### src/rtl/ptw_pkg.sv
package ptw_pkg;

  localparam int PTE_W = 64;

  // entry bit positions; the walker decodes these
  localparam int PTE_VALID = 0;
  localparam int PTE_FO_LO = 1;   // fault-on read/write/exec at 1..3
  localparam int PTE_KREN  = 8;
  localparam int PTE_KWEN  = 12;

  typedef enum logic [2:0] {
    PF_NONE = 3'd0,
    PF_ACV  = 3'd1,
    PF_TNV  = 3'd2,
    PF_FOR  = 3'd3,
    PF_FOW  = 3'd4,
    PF_FOE  = 3'd5
  } pf_code_e;

  // address of the entry read at level lvl (0 = top)
  function automatic logic [63:0] entry_addr(logic [63:0] base, logic [63:0] va,
                                             int lvl, int levels, int page_bits,
                                             int idx_bits);
    int shift;
    logic [63:0] idx;
    shift = page_bits + idx_bits * (levels - 1 - lvl);
    idx = (va >> shift) & ((64'd1 << idx_bits) - 64'd1);
    return base + (idx << 3);
  endfunction

  function automatic logic [63:0] frame_base(logic [PTE_W-1:0] pte, int page_bits);
    return {32'b0, pte[63:32]} << page_bits;
  endfunction

  // bit0 read, bit1 write, bit2 execute
  function automatic logic [2:0] leaf_enables(logic [PTE_W-1:0] pte, int priv);
    logic r, w;
    r = pte[PTE_KREN + priv];
    w = pte[PTE_KWEN + priv];
    return {r, w, r};
  endfunction

  function automatic logic [2:0] strip_fault_on(logic [2:0] prot, logic [PTE_W-1:0] pte);
    return prot & ~pte[PTE_FO_LO +: 3];
  endfunction

  function automatic pf_code_e fault_on_code(logic [2:0] need);
    if (need[2]) return PF_FOE;
    if (need[1]) return PF_FOW;
    return PF_FOR;
  endfunction

endpackage

### src/rtl/ptw_addr_check.sv
module ptw_addr_check #(
  parameter int VA_BITS   = 43,
  parameter int PRIV_BITS = 2
) (
  input  logic [63:0]          va,
  input  logic [PRIV_BITS-1:0] priv,
  output logic                 sign_bad,
  output logic                 sp_hit,
  output logic                 sp_allow,
  output logic [63:0]          sp_pa
);
  localparam int HI_W    = 64 - VA_BITS;
  localparam int SEL_LO  = VA_BITS - 2;   // two-bit window selector
  localparam int HI_BIT  = VA_BITS - 3;   // copied up to physical bit 43
  localparam int LOW_W   = VA_BITS - 3;

  assign sign_bad = (va[63:VA_BITS] != {HI_W{va[63]}});
  assign sp_hit   = va[63] && (va[SEL_LO +: 2] == 2'b10);
  assign sp_allow = (priv == '0);

  always_comb begin
    sp_pa = '0;
    sp_pa[LOW_W-1:0] = va[LOW_W-1:0];
    sp_pa[43] = va[HI_BIT];
  end
endmodule

### src/rtl/ptw_leaf_eval.sv
module ptw_leaf_eval
  import ptw_pkg::*;
#(
  parameter int PAGE_BITS = 13,
  parameter int PRIV_BITS = 2
) (
  input  logic [PTE_W-1:0]     pte,
  input  logic [63:0]          va,
  input  logic [PRIV_BITS-1:0] priv,
  input  logic [2:0]           need,
  output pf_code_e             code,
  output logic [2:0]           prot,
  output logic [63:0]          pa
);
  logic [2:0] en_mask, kept_mask;
  logic [63:0] off_mask;

  assign en_mask   = leaf_enables(pte, int'(priv));
  assign kept_mask = strip_fault_on(en_mask, pte);
  assign off_mask  = (64'd1 << PAGE_BITS) - 64'd1;

  always_comb begin
    code = PF_NONE;
    prot = kept_mask;
    pa   = frame_base(pte, PAGE_BITS) | (va & off_mask);
    if (!pte[PTE_VALID]) begin
      code = PF_TNV;
    end else if (need != 3'b000 && (en_mask & need) == 3'b000) begin
      code = PF_ACV;
    end else if (need != 3'b000 && (kept_mask & need) == 3'b000) begin
      code = fault_on_code(need);
    end
    if (code != PF_NONE) begin
      prot = '0;
      pa   = '0;
    end
  end
endmodule

### src/rtl/ptw_walker.sv
module ptw_walker
  import ptw_pkg::*;
#(
  parameter int VA_BITS   = 43,
  parameter int PAGE_BITS = 13,
  parameter int IDX_BITS  = 10,
  parameter int LEVELS    = 3,
  parameter int PRIV_BITS = 2
) (
  input  logic                 clk,
  input  logic                 rst_n,
  input  logic                 req_valid,
  output logic                 req_ready,
  input  logic [63:0]          req_vaddr,
  input  logic [2:0]           req_access,
  input  logic [PRIV_BITS-1:0] req_priv,
  input  logic [63:0]          ptbr,
  output logic                 mem_req_valid,
  input  logic                 mem_req_ready,
  output logic [63:0]          mem_req_addr,
  input  logic                 mem_rsp_valid,
  input  logic [63:0]          mem_rsp_data,
  output logic                 rsp_valid,
  output logic [2:0]           rsp_code,
  output logic [63:0]          rsp_paddr,
  output logic [2:0]           rsp_prot
);
  localparam int LVL_W = (LEVELS > 1) ? $clog2(LEVELS) : 1;
  localparam logic [LVL_W-1:0] LAST_LVL = LVL_W'(LEVELS - 1);

  typedef enum logic [2:0] {S_IDLE, S_DECIDE, S_ISSUE, S_WAIT, S_DONE} st_e;

  st_e                  st;
  logic [63:0]          va_q, base_q;
  logic [2:0]           acc_q;
  logic [PRIV_BITS-1:0] priv_q;
  logic [LVL_W-1:0]     lvl_q;
  pf_code_e             res_code;
  logic [63:0]          res_pa;
  logic [2:0]           res_prot;

  // named events for the checks
  logic       sign_bad, sp_hit, sp_allow;
  logic [63:0] sp_pa;
  pf_code_e   leaf_code;
  logic [2:0] leaf_prot;
  logic [63:0] leaf_pa;
  logic       rsp_take, at_leaf, mid_bad_valid, mid_bad_read, sp_grant;

  ptw_addr_check #(.VA_BITS(VA_BITS), .PRIV_BITS(PRIV_BITS)) u_chk (
    .va(va_q), .priv(priv_q), .sign_bad(sign_bad), .sp_hit(sp_hit),
    .sp_allow(sp_allow), .sp_pa(sp_pa)
  );

  ptw_leaf_eval #(.PAGE_BITS(PAGE_BITS), .PRIV_BITS(PRIV_BITS)) u_leaf (
    .pte(mem_rsp_data), .va(va_q), .priv(priv_q), .need(acc_q),
    .code(leaf_code), .prot(leaf_prot), .pa(leaf_pa)
  );

  assign rsp_take      = (st == S_WAIT) && mem_rsp_valid;
  assign at_leaf       = (lvl_q == LAST_LVL);
  assign mid_bad_valid = !mem_rsp_data[PTE_VALID];
  assign mid_bad_read  = !mem_rsp_data[PTE_KREN];
  assign sp_grant      = (st == S_DECIDE) && !sign_bad && sp_hit && sp_allow;

  assign req_ready     = (st == S_IDLE);
  assign mem_req_valid = (st == S_ISSUE);
  assign mem_req_addr  = entry_addr(base_q, va_q, int'(lvl_q), LEVELS, PAGE_BITS, IDX_BITS);
  assign rsp_valid     = (st == S_DONE);
  assign rsp_code      = res_code;
  assign rsp_paddr     = res_pa;
  assign rsp_prot      = res_prot;

  always_ff @(posedge clk) begin
    if (!rst_n) begin
      st       <= S_IDLE;
      va_q     <= '0;
      base_q   <= '0;
      acc_q    <= '0;
      priv_q   <= '0;
      lvl_q    <= '0;
      res_code <= PF_NONE;
      res_pa   <= '0;
      res_prot <= '0;
    end else begin
      case (st)
        S_IDLE: if (req_valid) begin
          va_q   <= req_vaddr;
          acc_q  <= req_access;
          priv_q <= req_priv;
          base_q <= ptbr;
          lvl_q  <= '0;
          st     <= S_DECIDE;
        end
        S_DECIDE: begin
          res_pa   <= '0;
          res_prot <= '0;
          if (sign_bad || (sp_hit && !sp_allow)) begin
            res_code <= PF_ACV;
            st       <= S_DONE;
          end else if (sp_hit) begin
            res_code <= PF_NONE;
            res_pa   <= sp_pa;
            res_prot <= 3'b111;
            st       <= S_DONE;
          end else begin
            st <= S_ISSUE;
          end
        end
        S_ISSUE: if (mem_req_ready) st <= S_WAIT;
        S_WAIT: if (mem_rsp_valid) begin
          if (at_leaf) begin
            res_code <= leaf_code;
            res_pa   <= leaf_pa;
            res_prot <= leaf_prot;
            st       <= S_DONE;
          end else if (mid_bad_valid) begin
            res_code <= PF_TNV;
            st       <= S_DONE;
          end else if (mid_bad_read) begin
            res_code <= PF_ACV;
            st       <= S_DONE;
          end else begin
            base_q <= frame_base(mem_rsp_data, PAGE_BITS);
            lvl_q  <= lvl_q + 1'b1;
            st     <= S_ISSUE;
          end
        end
        default: st <= S_IDLE;
      endcase
    end
  end

  // outstanding-read tracker seen only by the checks
  logic rd_open;
  always_ff @(posedge clk) begin
    if (!rst_n) rd_open <= 1'b0;
    else if (mem_req_valid && mem_req_ready) rd_open <= 1'b1;
    else if (mem_rsp_valid) rd_open <= 1'b0;
  end


  one_outstanding_chk: assert property (@(posedge clk) disable iff (!rst_n)
    mem_req_valid |-> !rd_open);

  rsp_pulse_chk: assert property (@(posedge clk) disable iff (!rst_n)
    rsp_valid |=> !rsp_valid);

  busy_not_ready_chk: assert property (@(posedge clk) disable iff (!rst_n)
    mem_req_valid |-> !req_ready);

  sign_fault_chk: assert property (@(posedge clk) disable iff (!rst_n)
    (st == S_DECIDE && sign_bad) |=> (rsp_valid && rsp_code == PF_ACV && !mem_req_valid));

  superpage_grant_chk: assert property (@(posedge clk) disable iff (!rst_n)
    sp_grant |=> (rsp_valid && rsp_prot == 3'b111 && rsp_code == PF_NONE));

  walk_stop_chk: assert property (@(posedge clk) disable iff (!rst_n)
    (rsp_take && mid_bad_valid) |=> (rsp_valid && rsp_code == PF_TNV));

  fault_on_need_chk: assert property (@(posedge clk) disable iff (!rst_n)
    (rsp_valid && rsp_code >= PF_FOR) |-> (acc_q != 3'b000 && rsp_prot == 3'b000));

  grant_covers_chk: assert property (@(posedge clk) disable iff (!rst_n)
    (rsp_valid && rsp_code == PF_NONE && acc_q != 3'b000) |-> ((rsp_prot & acc_q) != 3'b000));
endmodule

### config.mk
export PLATFORM = sky130hd
export DESIGN_NAME = ptw_walker
export DESIGN_NICKNAME = d
export VERILOG_FILES = /design/src/rtl/ptw_pkg.sv /design/src/rtl/ptw_addr_check.sv /design/src/rtl/ptw_leaf_eval.sv /design/src/rtl/ptw_walker.sv
export SDC_FILE = /design/constraint.sdc
export NUM_CORES = 1
export LEC_CHECK = 0
export BUFFER_PORTS_ARGS = -buffer_cell sky130_fd_sc_hd__buf_2
export CORE_MARGIN = 1.5
export CORE_UTILIZATION = 59
export DETAILED_ROUTE_END_ITERATION = 10
export PLACE_DENSITY = 0.87
export SYNTH_ARGS = -nofsm -noshare
export SYNTH_HDL_FRONTEND = slang
export SYNTH_HIERARCHICAL = 1
export SYNTH_SLANG_ARGS = --single-unit
### constraint.sdc
create_clock -name clk -period 9 [get_ports clk]
set_input_delay 0.45 -clock clk [delete_from_list [all_inputs] [get_ports clk]]
set_output_delay 0.45 -clock clk [all_outputs]
set_load 0.01 [all_outputs]
==> results.toml <==
[status]
status = "complete, no violations"

[synthesis]
synthArstFlopShare_pct = 0
ys_warn_count = 6
syn_area_sq_um = 13600
synth_ff_type = "dfxtp_1"
synth_area_per_cell_sq_um = 8.21
yosysUniqueCellTypes = 74
netlist_instances = 1656
ys_ff_latch = 208
synth-edff-count = 0
ys_seq_area_share_pct = 30.6

[cts]
cts_setup_buffers = 0
clock-sinks = 208
cts_max_level = 1
numCtsBuffers = 23
tritoncts = "done"
clk_path_buf_depth = 3
clk_pin_slew_ns = 0.06
cts-root-buf = "clkbuf_16"
cts_hold_buf = 0
cts_resized = 0
clk_latency_ns = 0.52

[place]
place_inst = 2092
io_buffers = 318
dp_hpwl_mm = 28.6
gp_congestion = 0.950

[power_and_ir_drop]
leakagePower_nw = 7.47
pwr_density_cell_nw_per_um2 = 166
ir_drop_mv = 0.112

[route]
wirelength_mm = 40.8
dr.pass1.iters = 5
drcViolationCount = 0
via_per_inst = 6.05
wire_per_inst_um = 19.0
ant_nets = 0
drt-initial-drc-count = 1350
via_count = 13000

[global_route]
grt_first_pass_wirelength_mm = 63.3
grt_use_met2_pct = 53.3
globalRouteMet3Util_pct = 4.51
grtUsageMet1_pct = 43.2
antenna_found_initial = 16
grt_pass1_vias = 11800
grt_overflow = 0
grtUsageTotal_pct = 33.1
grt_max_degree = 112
busiest_layer = "met2"

[floorplanning]
io_pins = 339
die_w_um = 155
start_util_pct = 60.0
dieArea_sq_um = 24000
die_h_um = 155
core.rowCount = 55
core_sq_um = 22600

[timing]
hold_viol = 0
max_freq_mhz = 149
finalCriticalPeriod_ns = 6.72
tns_ns = 0
slew_violations = 0
fin_worst_skew_ns = 0.0119
max-slew-margin-rel_pct = 29.4
setup_viol = 0
finalCritPeriodShare_pct = 74.7
tightest_slew_ns = 1.06
rsz0062_at_grt = "no"

[critical_path]
start_kind = "register"
max_stage_delay_ns = 0.79
path_class = "register to primary output"
slowest_stage = "ha_2"
critPathCaptureType = "primary output"
critPathRequiredTime_ns = 8.55
arrival_ns = 6.27
path_cells = "inv_1 > buf_4 > ha_2 > buf_4 > mux2i_1 > mux2_2 > mux4_2 > o21ai_0 > ha_1 > inv_1 > fa_1 > nor2b_1 > o31ai_1 > a21oi_2 > nand3_2 > nor4_1 > xor2_1 > buf_2"
worstPathMaxFanout = 41

[layout]
drive_gt1_share_pct = 24.2
final_cells = 2148
layout.nets = 2049
syn_to_final_growth_pct = 13.4

[min_path]
hold_class = "input pin to register"

[job]
drv_cap = 0
synth_stat cells, types with 32 or more instances:
library cell | number | area share, %
a22oi_1 | 64 | 3.5
o211a_1 | 91 | 6.7
a21boi_0 | 106 | 5.9
nand3_1 | 81 | 3.0
buf_4 | 97 | 5.4
o21ai_0 | 32 | 1.2
and3_1 | 57 | 2.6
nand2_1 | 353 | 9.7
buf_2 | 32 | 1.2
mux2i_1 | 43 | 3.2
dfxtp_1 | 208 | 31
inv_1 | 32 | 0.88
nor2_1 | 55 | 1.5
clkbuf_1 | 88 | 2.4
cell families (layout without fill, tap and decap cells):
logic type | Yosys count | in the layout | share of synthesized area, %
muxes | 91 | 91 | 9.71
other | 2 | 57 | 0.0552
and+or+nand+nor | 645 | 645 | 22.1
xor gates and xnor gates | 55 | 55 | 3.54
adders and majority gates | 15 | 15 | 1.44
DFF | 208 | 208 | 30.6
AOI/OAI and AO/OA | 385 | 385 | 22.3
buffers and inverters | 255 | 407 | 10.2
placed cells by master, fill, tap and decap left out, drive strengths merged, types with 4 or more instances in the layout:
| cell | n |
|---|---|
| nand2 | 354 |
| buf | 333 |
| dfxtp | 208 |
| a21boi | 108 |
| o211a | 91 |
| nand3 | 82 |
| a22oi | 64 |
| and3 | 57 |
| nor2 | 55 |
| mux2i | 43 |
| conb | 42 |
| inv | 35 |
| o21ai | 33 |
| a21oi | 32 |
| mux4 | 31 |
| xor2 | 31 |
| clkbuf | 30 |
| xnor2 | 24 |
| nor3 | 23 |
| mux2 | 17 |
| diode | 15 |
| nor2b | 14 |
| ha | 14 |
| nand4 | 14 |
| a211oi | 11 |
| nor4 | 10 |
| nand2b | 9 |
| a21o | 6 |
| and4 | 5 |
| and2 | 5 |
| or3 | 5 |
| o22ai | 4 |
| a311oi | 4 |
| o21a | 4 |
| bufinv | 4 |
| o211ai | 4 |
sequential cells by signal (all words and copies together), names as in the netlist:
name,cells
lvl_q,2
acc_q,3
rsp_prot,3
base_q,64
priv_q,2
rsp_code,3
va_q,64
rsp_paddr,64
st,3
routing by layer:
metal	vias up	part of all wire, %
li1	6111	-
met1	6108	40
met2	639	46
met3	138	7.8
met4	2	5.5
met5	-	0.032
where the power goes:
group          internal [W]  total [W]  switching, W
Combinational      0.000204   0.000468      0.000264
Sequential         0.000997    0.00108     0.0000856
Clock              0.000611    0.00100      0.000393
Total               0.00181    0.00256      0.000743
area by class of cell:
type / instances / area [sq um]
Tap cell: 285 / 357
Clock buffer: 30 / 632
Multi-Input combinational cell: 1233 / 8220
Inverter: 33 / 124
Sequential cell: 208 / 4170
Timing Repair Buffer: 333 / 1710
Clock inverter: 11 / 168
Fill cell: 1828 / 7230
Antenna cell: 15 / 37.5
stage by stage:
| step | setup slack (ns) | hold slack (ns) | power (W) | util [%] | area [sq um] |
|---|---|---|---|---|---|
| floorplan | 3.95 | 0.441 | 0.00140 | - | 13700 |
| global placement | 3.02 | 0.447 | 0.00154 | 64.4 | 14600 |
| detailed placement | 2.91 | 0.458 | 0.00156 | 64.4 | 14600 |
| CTS | 2.37 | 0.172 | 0.00256 | 67.9 | 15400 |
| global route | 1.91 | 0.185 | 0.00266 | 68.1 | 15400 |
| finish | 2.28 | 0.180 | 0.00256 | 68.1 | 15400 |
worst max-delay path: cells and delay by family (launching register included):
family          cells  cell delay (ns)
mux                 3             0.96
simple gates        3             0.87
fa+ha+maj           3             1.44
buf+inv             5             1.01
flops               1             0.32
xor+xnor            1             0.20
compound gates      3             0.90
path summary, 6_finish.rpt:
check	end	start	slack (ns)	depth (start not counted)
setup / recovery	mem_req_addr[39]	lvl_q[0]$_SDFFE_PN0P_	2.28	18
hold / removal	va_q[13]$_SDFFE_PN0P_	req_vaddr[13]	0.18	3
setup reg to reg	rsp_paddr[30]$_SDFFE_PN0P_	va_q[46]$_SDFFE_PN0P_	5.86	9
hold reg to reg	base_q[61]$_SDFFE_PN0P_	base_q[61]$_SDFFE_PN0P_	0.46	2
Note: power is estimated with default switching activity, not from simulation.
